===== src/rtl/atomic_rmw_pkg.sv =====
package atomic_rmw_pkg;
  localparam logic [2:0] OP_LOAD  = 3'd0;
  localparam logic [2:0] OP_STORE = 3'd1;
  localparam logic [2:0] OP_SWAP  = 3'd2;
  localparam logic [2:0] OP_TAS   = 3'd3;
  localparam logic [2:0] OP_CAS   = 3'd4;
  localparam logic [2:0] OP_FAI   = 3'd5;

  typedef enum logic [1:0] {
    ST_IDLE = 2'd0,
    ST_RD   = 2'd1,
    ST_WR   = 2'd2
  } rmw_state_e;
endpackage


===== src/rtl/rr_arbiter.sv =====
module rr_arbiter #(
  parameter int N_REQ = 4,
  localparam int IDX_W = (N_REQ > 1) ? $clog2(N_REQ) : 1
) (
  input  logic             clk_i,
  input  logic             rst_ni,
  input  logic [N_REQ-1:0] req_i,
  input  logic             adv_i,
  input  logic [IDX_W-1:0] done_idx_i,
  output logic             any_o,
  output logic [IDX_W-1:0] gnt_idx_o
);
  logic [IDX_W-1:0] ptr_q;

  always_comb begin
    any_o     = 1'b0;
    gnt_idx_o = '0;
    for (int off = 0; off < N_REQ; off++) begin
      int idx;
      idx = int'(ptr_q) + off;
      if (idx >= N_REQ) idx = idx - N_REQ;
      if (!any_o && req_i[idx]) begin
        any_o     = 1'b1;
        gnt_idx_o = IDX_W'(idx);
      end
    end
  end

  // pointer moves one past the requester just served
  always_ff @(posedge clk_i or negedge rst_ni) begin
    if (!rst_ni) begin
      ptr_q <= '0;
    end else if (adv_i) begin
      if (int'(done_idx_i) == N_REQ - 1) ptr_q <= '0;
      else                               ptr_q <= done_idx_i + IDX_W'(1);
    end
  end
endmodule


===== src/rtl/rmw_alu.sv =====
module rmw_alu
  import atomic_rmw_pkg::*;
#(
  parameter int DATA_W = 16
) (
  input  logic [2:0]        op_i,
  input  logic [DATA_W-1:0] old_i,
  input  logic [DATA_W-1:0] opa_i,
  input  logic [DATA_W-1:0] opb_i,
  output logic              wr_en_o,
  output logic [DATA_W-1:0] wr_data_o,
  output logic              ok_o
);
  always_comb begin
    wr_en_o   = 1'b0;
    wr_data_o = old_i;
    ok_o      = 1'b0;
    case (op_i)
      OP_STORE, OP_SWAP: begin
        wr_en_o   = 1'b1;
        wr_data_o = opa_i;
      end
      OP_TAS: begin
        wr_en_o   = 1'b1;
        wr_data_o = DATA_W'(1);
      end
      OP_CAS: begin
        ok_o      = (old_i == opa_i);
        wr_en_o   = ok_o;
        wr_data_o = opb_i;
      end
      OP_FAI: begin
        wr_en_o   = 1'b1;
        wr_data_o = old_i + DATA_W'(1);
      end
      default: ;
    endcase
  end
endmodule


===== src/rtl/word_mem.sv =====
module word_mem #(
  parameter int ADDR_W = 4,
  parameter int DATA_W = 16,
  localparam int DEPTH = 1 << ADDR_W
) (
  input  logic              clk_i,
  input  logic              rst_ni,
  input  logic              we_i,
  input  logic [ADDR_W-1:0] waddr_i,
  input  logic [DATA_W-1:0] wdata_i,
  input  logic [ADDR_W-1:0] raddr_i,
  output logic [DATA_W-1:0] rdata_o
);
  logic [DEPTH-1:0][DATA_W-1:0] words;

  for (genvar g = 0; g < DEPTH; g++) begin : g_word
    always_ff @(posedge clk_i or negedge rst_ni) begin
      if (!rst_ni)                                  words[g] <= '0;
      else if (we_i && (waddr_i == ADDR_W'(g)))     words[g] <= wdata_i;
    end
  end

  assign rdata_o = words[raddr_i];
endmodule


===== src/rtl/atomic_rmw_unit.sv =====
module atomic_rmw_unit
  import atomic_rmw_pkg::*;
#(
  parameter int N_REQ  = 4,
  parameter int ADDR_W = 4,
  parameter int DATA_W = 16,
  localparam int IDX_W = (N_REQ > 1) ? $clog2(N_REQ) : 1
) (
  input  logic                          clk_i,
  input  logic                          rst_ni,
  input  logic [N_REQ-1:0]              req_valid_i,
  output logic [N_REQ-1:0]              req_ready_o,
  input  logic [N_REQ-1:0][2:0]         req_op_i,
  input  logic [N_REQ-1:0][ADDR_W-1:0]  req_addr_i,
  input  logic [N_REQ-1:0][DATA_W-1:0]  req_opa_i,
  input  logic [N_REQ-1:0][DATA_W-1:0]  req_opb_i,
  output logic                          rsp_valid_o,
  output logic [IDX_W-1:0]              rsp_id_o,
  output logic [DATA_W-1:0]             rsp_data_o,
  output logic                          rsp_ok_o
);
  rmw_state_e        st_q;
  logic [IDX_W-1:0]  gnt_q;
  logic [2:0]        op_q;
  logic [ADDR_W-1:0] addr_q;
  logic [DATA_W-1:0] opa_q, opb_q, old_q;

  logic              arb_any;
  logic [IDX_W-1:0]  arb_idx;
  logic [DATA_W-1:0] mem_rdata, alu_wdata;
  logic              alu_we, alu_ok, in_wr;

  assign in_wr = (st_q == ST_WR);

  rr_arbiter #(.N_REQ(N_REQ)) u_arb (
    .clk_i      (clk_i),
    .rst_ni     (rst_ni),
    .req_i      (req_valid_i),
    .adv_i      (in_wr),
    .done_idx_i (gnt_q),
    .any_o      (arb_any),
    .gnt_idx_o  (arb_idx)
  );

  word_mem #(.ADDR_W(ADDR_W), .DATA_W(DATA_W)) u_mem (
    .clk_i   (clk_i),
    .rst_ni  (rst_ni),
    .we_i    (in_wr && alu_we),
    .waddr_i (addr_q),
    .wdata_i (alu_wdata),
    .raddr_i (addr_q),
    .rdata_o (mem_rdata)
  );

  rmw_alu #(.DATA_W(DATA_W)) u_alu (
    .op_i      (op_q),
    .old_i     (old_q),
    .opa_i     (opa_q),
    .opb_i     (opb_q),
    .wr_en_o   (alu_we),
    .wr_data_o (alu_wdata),
    .ok_o      (alu_ok)
  );

  // idle -> read -> write; memory is touched only by the granted request
  always_ff @(posedge clk_i or negedge rst_ni) begin
    if (!rst_ni) begin
      st_q   <= ST_IDLE;
      gnt_q  <= '0;
      op_q   <= '0;
      addr_q <= '0;
      opa_q  <= '0;
      opb_q  <= '0;
      old_q  <= '0;
    end else begin
      case (st_q)
        ST_IDLE: if (arb_any) begin
          st_q   <= ST_RD;
          gnt_q  <= arb_idx;
          op_q   <= req_op_i[arb_idx];
          addr_q <= req_addr_i[arb_idx];
          opa_q  <= req_opa_i[arb_idx];
          opb_q  <= req_opb_i[arb_idx];
        end
        ST_RD: begin
          old_q <= mem_rdata;
          st_q  <= ST_WR;
        end
        default: st_q <= ST_IDLE;
      endcase
    end
  end

  always_comb begin
    req_ready_o = '0;
    if (in_wr) req_ready_o[gnt_q] = 1'b1;
  end

  assign rsp_valid_o = in_wr;
  assign rsp_id_o    = gnt_q;
  assign rsp_data_o  = old_q;
  assign rsp_ok_o    = in_wr && alu_ok;
endmodule


===== config.mk =====
export PLATFORM = sky130hd
export DESIGN_NAME = atomic_rmw_unit
export DESIGN_NICKNAME = d
export VERILOG_FILES = /design/src/rtl/atomic_rmw_pkg.sv /design/src/rtl/rr_arbiter.sv /design/src/rtl/rmw_alu.sv /design/src/rtl/word_mem.sv /design/src/rtl/atomic_rmw_unit.sv
export SDC_FILE = /design/constraint.sdc
export NUM_CORES = 1
export LEC_CHECK = 0
export BUFFER_PORTS_ARGS = -buffer_cell sky130_fd_sc_hd__buf_2
export CAP_MARGIN = 20
export CORE_UTILIZATION = 65
export CTS_BUF_LIST = sky130_fd_sc_hd__clkbuf_4 sky130_fd_sc_hd__clkbuf_8
export DETAILED_ROUTE_END_ITERATION = 6
export PLACE_DENSITY = 0.91
export SLEW_MARGIN = 20
export SYNTH_ARGS = -nofsm -noshare
export SYNTH_HDL_FRONTEND = slang
export SYNTH_SLANG_ARGS = --single-unit

===== constraint.sdc =====
create_clock -name clk_i -period 7.6 [get_ports clk_i]
set_clock_uncertainty 0.05 [all_clocks]
set_input_delay 2.28 -clock clk_i [delete_from_list [all_inputs] [get_ports clk_i]]
set_output_delay 2.28 -clock clk_i [all_outputs]
set_load 0.02 [all_outputs]

# Word level (Yosys, flattened, before mapping)
# Index checks and enable logic that the tools add are counted.
totals:
  regBits: 317
  latch_bits: 0
  ramBits: 0
  rom_bits: 0
  in_bits: 162
  output_inout_bits: 24
  elab_cells: 143
  mem_count: 0
classes:
  addsub: 9
  n_mul: 0
  div: 0
  order_cmp: 12
  n_eq_ne: 25
  n_shift: 0
  mux: 43
  bitwise: 0
  n_reduce_logical: 30
ops:
  columns: ["op", "count"]
  rows:
  - ["less-than comparator 32 x 4 -> 1 bit (second input constant)", 4]
  - ["two-way mux 32 bit", 4]
  - ["greater-or-equal comparator 32 x 4 -> 1 bit (second input constant)", 3]
  - ["subtractor 32 x 4 -> 32 bit (second input constant)", 3]
  - ["binary-select mux 16 bit (select 2 bit)", 2]
  - ["binary-select mux 16 bit (select 4 bit)", 1]
  - ["case mux 16 bit (4 select lines)", 1]
  - ["two-way mux 16 bit", 3]
  - ["equality test 4 bit (second input constant)", 8]
  - ["logical AND 1 bit", 22]
  - ["adder 16 x 1 -> 16 bit (second input constant)", 1]
  - ["equality test 16 bit", 1]
  - ["equality test 4 x 3 -> 1 bit (second input constant)", 4]
  - ["two-way mux 1 bit", 14]
  - ["two-way mux 2 bit", 6]
  - ["binary-select mux 1 bit (select 2 bit)", 4]
  - ["binary-select mux 4 bit (select 2 bit)", 1]
  - ["equality test 4 x 2 -> 1 bit (second input constant)", 2]
  - ["two-way mux 4 bit", 2]
  - ["adder 2 x 2 -> 3 bit (second input constant)", 2]
  - ["binary-select mux 3 bit (select 2 bit)", 1]
  - ["equality test 3 x 2 -> 1 bit (second input constant)", 2]
  - ["equality test 3 bit (second input constant)", 2]
  - ["less-than comparator 2 x 3 -> 1 bit (second input constant)", 2]
  - ["21 further kinds", 24]

# Depth between registers and ports, before layout
depth:
  depth_word: 17
  mapped_depth: 10
  depth_no_buf: 7

# Modules after synthesis
# From an unflattened synthesis, not the netlist that was laid out.
hier_totals:
  cells_unflattened: 1104
  hier_area_um2: 16021.6
by_module_without_submodules:
  columns: ["mod", "n_inst", "cells_each", "area_each_um2", "seq_area_each_um2"]
  rows:
  - ["word_mem", 1, 711, 11461.0, 6406.1]
  - ["atomic_rmw_unit", 1, 180, 3178.0, 1476.4]
  - ["rmw_alu", 1, 191, 1218.7, 0.0]
  - ["rr_arbiter", 1, 22, 163.9, 50.0]

# Worst setup path before layout
# OpenSTA, ideal clock, no wires.
synth_timing:
  path_kind: "input port to flip-flop"
  from: "in req_valid_i[0]"
  to: "reg addr_q[0]"
  setup_time_ns: 0.142
  t_arrival_ns: 3.631
  t_required_ns: 7.408
  setup_slack_ns: 3.777
  cell_stages: 8
  path_buffers: 3
  path_cell_list: "nor4_1 > or3_1 > clkbuf_1 > inv_1 > nand2_1 > clkbuf_1 > buf_1 > o221ai_1"
synth_between:
  elab_chain_len: 15
  word_cells_on_any_way: 29
synth_lines:
  columns: ["element", "line_no", "rtl"]
  rows:
  - ["start: declaration", "atomic_rmw_unit.sv:11", "input logic [N_REQ-1:0] req_valid_i,"]
  - ["binary-select mux 1 bit (select 2 bit)", "rr_arbiter.sv:22", "if (!any_o && req_i[idx]) begin"]
  - ["two-way mux 1 bit (implied by the code) (2 in a row)", "rr_arbiter.sv:22", null]
  - ["two-way mux 1 bit", "rr_arbiter.sv:22", null]
  - ["zero test 1 bit", "rr_arbiter.sv:22", null]
  - ["logical AND 1 bit", "rr_arbiter.sv:22", null]
  - ["two-way mux 1 bit", "rr_arbiter.sv:22", null]
  - ["zero test 1 bit", "rr_arbiter.sv:22", null]
  - ["logical AND 1 bit", "rr_arbiter.sv:22", null]
  - ["two-way mux 1 bit", "rr_arbiter.sv:22", null]
  - ["zero test 1 bit", "rr_arbiter.sv:22", null]
  - ["logical AND 1 bit", "rr_arbiter.sv:22", null]
  - ["two-way mux 2 bit", "rr_arbiter.sv:22", null]
  - ["binary-select mux 4 bit (select 2 bit)", "atomic_rmw_unit.sv:81", "addr_q <= req_addr_i[arb_idx];"]
  - ["two-way mux 4 bit (implied by the code)", "atomic_rmw_unit.sv:81", null]
  - ["end signal: assignment", "atomic_rmw_unit.sv:81", null]
  - ["end: declaration", "atomic_rmw_unit.sv:25", "logic [ADDR_W-1:0] addr_q;"]
# Several ways; a longest one is shown, not always the timed one. The select of a mux whose other input is x is not followed.
# A chain may end at the register's enable or synchronous reset.

# Worst setup path after layout
layout_timing:
  from: "reg old_q[4], in the netlist rsp_data_o[4]"
  to: "out rsp_ok_o"
layout_between:
  elab_chain_len: 3
layout_lines:
  columns: ["element", "line_no", "rtl"]
  rows:
  - ["start: declaration", "atomic_rmw_unit.sv:26", "logic [DATA_W-1:0] opa_q, opb_q, old_q;"]
  - ["start signal: assignment", "atomic_rmw_unit.sv:86", "old_q <= mem_rdata;"]
  - ["equality test 16 bit", "rmw_alu.sv:28", "ok_o = (old_i == opa_i);"]
  - ["two-way mux 1 bit", "rmw_alu.sv:18", "case (op_i)"]
  - ["logical AND 1 bit", "atomic_rmw_unit.sv:102", "assign rsp_ok_o = in_wr && alu_ok;"]
  - ["end: declaration", "atomic_rmw_unit.sv:20", "output logic rsp_ok_o"]
# No other way between the ends.

==> results.sh <==
export IMPL_status="finished clean"
export IMPL_via_count=13052
export IMPL_io_buffers=185
export IMPL_grt_pass1_vias=13574
export IMPL_globalplace_congestion=0.980
export IMPL_syn_inst=1407
export IMPL_fp_row_count=57
export IMPL_critical_path_required_ns=5.27
export IMPL_numCtsBuffers=51
export IMPL_cp_data_arrival_time_ns=2.37
export IMPL_worst_slew_pin_slew_ns=1.11
export IMPL_drt_first_iter_violations=1779
export IMPL_setup_viol=0
export IMPL_synth_adder_area_share_pct=0.384
export IMPL_clock_latency_ns=0.60
export IMPL_swShare_pct=40.7
export IMPL_pin_count=186
export IMPL_ir_worst_vdd_mv=0.349
export IMPL_syn_area_per_cell_um2=11.6
export IMPL_final_util_pct=75.6
export IMPL_synth_largest_area_cell="dfrtp_1"
export IMPL_synth_commonest_cells="317 x dfrtp_1, 190 x nor2_1, 167 x a21oi_1"
export IMPL_fin_crit_sh_pct=61.8
export IMPL_die_w_um=160
export IMPL_cp_top_family="simple AND/OR/NAND/NOR gates"
export IMPL_dp_hpwl_mm=28.0
export IMPL_crit_type="reg -> out"
export IMPL_leakage_nw=8.39
export IMPL_rsz0062_at_grt="no"
export IMPL_syn_area_mm2=0.0163
export IMPL_die_y_um=160
export IMPL_grt_max_degree=178
export IMPL_p_seq_share_pct=36.6
export IMPL_synth_compound_area_share_pct=12.9
export IMPL_synthSimpleGateAreaFrac_pct=9.04
export IMPL_cts_setup_buffers=0
export IMPL_path_cells="xnor2_1, nand4_1, nor3_1, and3_1, buf_2"
export IMPL_cts_tree="done"
export IMPL_synth_area_leaders="dfrtp_1 49%, mux4_2 11%, mux2i_1 6.6%"
export IMPL_grt_pass1_wl_mm=74.1
export IMPL_max_freq_ghz=0.213
export IMPL_power_share_combinational_pct=43.9
export IMPL_dieArea_mm2=0.0257
export IMPL_drv_cap=0
export IMPL_synth_edf_count=0
export IMPL_ys_flop_type="dfrtp_1"
export IMPL_worstSetupStartpointType="register"
export IMPL_grt_overflow_total=0
export IMPL_h_tree_depth=2
export IMPL_clock_path_buffers=3
export IMPL_final_hold_violation_count=0
export IMPL_path_buf_inv=1
export IMPL_yosys_mux_area_fraction_pct=23.1
export IMPL_start_util_pct=66.7
export IMPL_yosysTopAreaCellShare_pct=48.6
export IMPL_holdBufCountCts=0
export IMPL_core_area_mm2=0.0245
export IMPL_antenna_found_initial=1
export IMPL_ctsRootBufferMaster="clkbuf_8"
export IMPL_net_switching_power_mw=3.29
export IMPL_maxSlewViolCount=0
export IMPL_clk_pin_slew_worst_paths_ns=0.06
export IMPL_diodes=0
export IMPL_gr_usage_all_layers_pct=37.5
export IMPL_routed_via_density=6.76
export IMPL_ys_ff_latch=317
export IMPL_p_clk_share_pct=19.5
export IMPL_ant_nets=0
export IMPL_cts_repair_resized=0
export IMPL_yosys_area_share_xor_xnor_pct=1.12
export IMPL_setup_tns_ns=0
export IMPL_slew_headroom_pct=26.3
export IMPL_areaGrowthSynthToFinish_pct=13.4
export IMPL_hold_path_class="reg -> reg"
export IMPL_ys_types=57
export IMPL_numClockSinks=317
export IMPL_ys_seq_area_share_pct=48.6
export IMPL_crit_slowest_cell="dfrtp_1"
export IMPL_wire_per_inst_um=24.5
export IMPL_synth_top_family_by_area="multiplexers"
export IMPL_p_int_mw=4.80
export IMPL_cp_max_fo=9
export IMPL_drive_gt1_share_pct=32.8
export IMPL_yosys_warnings=0
export IMPL_fin_crit_ns=4.70
export IMPL_routed_wl_mm=47.2
export IMPL_critPathMaxStageDelay_ns=0.51
export IMPL_synth_most_common_cell="dfrtp_1"
export IMPL_drt_first_pass_iters=7
export IMPL_pwr_density_cell_mw_per_mm2=438
export IMPL_drc=0
export IMPL_async_reset_ff_share_pct=100
export IMPL_syn_nets=1574
export IMPL_endpoint_kind="primary output"
export IMPL_nNetsFinal=1733
worst reg2reg max path, cell delays in order, from the launching register on:
cell      delay [ns]
dfrtp_1         0.55
ha_1            0.32
and3_1          0.28
and4_1          0.37
nand4_1         0.15
xnor2_1         0.17
a221oi_2        0.83
buf_4           0.32
mux2i_1         0.10
layout make-up:
cell class | count | area [µm²]
inverter | 37 | 139
sequential | 317 | 7940
multi-input combinational | 934 | 7640
tap | 324 | 405
timing repair buffer | 225 | 1250
clock buffer | 86 | 1060
fill | 1361 | 5970
clock inverter | 7 | 55.1
worst paths after layout:
check	slack, ns	cells after the start	from	endpoint
worst max-delay path	2.90	5	rsp_data_o[4]	rsp_ok_o
worst min-delay path	0.45	1	u_mem.words[237]	u_mem.words[237]
worst max register to register	4.33	8	rsp_data_o[1]	u_mem.words[234]
worst min register to register	0.45	1	u_mem.words[237]	u_mem.words[237]
max in group asynchronous	4.39	2	rst_ni	opb_q[5]
min in group asynchronous	1.67	1	rst_ni	u_mem.words[77]
metal layers:
layer	GRT usage, %	wire length, µm
met4	24.0	3100
met2	60.7	23100
met1	46.2	16200
met5	0	13
met3	7.95	4800
cell usage in the layout (no fill, tap or decap), drive strengths merged, types with 3 or more instances in the layout:
cell type  netlist  layout
nor3             7       7
clkbuf          54      86
o21a             3       3
clkinv           0       4
dfrtp          317     317
nand2b           5       5
o31ai           15      15
or3              3       3
a21oi          187     187
and4             3       3
o22ai            6       6
nand2           74      74
a211oi           5       5
a221oi           5       5
or2              3       3
a22oi            7       7
nor2b           16      16
mux2            78      78
mux2i          107     107
nand4           11      11
nor2           190     190
o21ai           13      13
xnor2           18      18
buf             65     225
ha               5       5
inv             37      38
mux4            81      81
and3             5       5
and2             7       7
o221ai          39      39
a22o             4       4
nand3           17      17
sequential cells by signal, summed over array words and instances (netlist names), 3 cells and up:
signal	cells
rsp_data_o	16
opa_q	16
opb_q	16
addr_q	4
u_mem.words	256
op_q	3
per-stage QoR:
| step | power [mW] | setup WS, ns | instances | cell area [µm²] | hold WS, ns |
|---|---|---|---|---|---|
| 5_1_grt | 8.47 | 2.84 | 1930 | 18500 | 0.466 |
| 6_report | 8.09 | 2.90 | 1930 | 18500 | 0.451 |
| 3_3_place_gp | 6.08 | 2.91 | 1834 | 17300 | 0.421 |
| 2_1_floorplan | 5.35 | 3.78 | 1407 | 16300 | 0.401 |
| 3_5_place_dp | 6.33 | 2.74 | 1837 | 17400 | 0.442 |
| 4_1_cts | 7.98 | 2.99 | 1930 | 18500 | 0.456 |
logic make-up after synthesis:
family	Yosys count
buffers and inverters	156
muxes	266
xor gates and xnor gates	20
adders and majority gates	5
and+or+nand+nor	344
AOI/OAI and AO/OA	299
DFF	317
power by group through the flow:
| stage | sequential, mW | clock, mW | combinational (mW) |
|---|---|---|---|
| after global routing | 3.01 | 1.66 | 3.79 |
| after global placement | 2.87 | 0 | 3.21 |
| after detailed placement | 2.93 | 0 | 3.40 |
| after floorplan | 2.72 | 0 | 2.62 |
| final | 2.96 | 1.58 | 3.55 |
| after CTS | 2.92 | 1.58 | 3.48 |
Note: power is estimated with default switching activity, not from simulation.
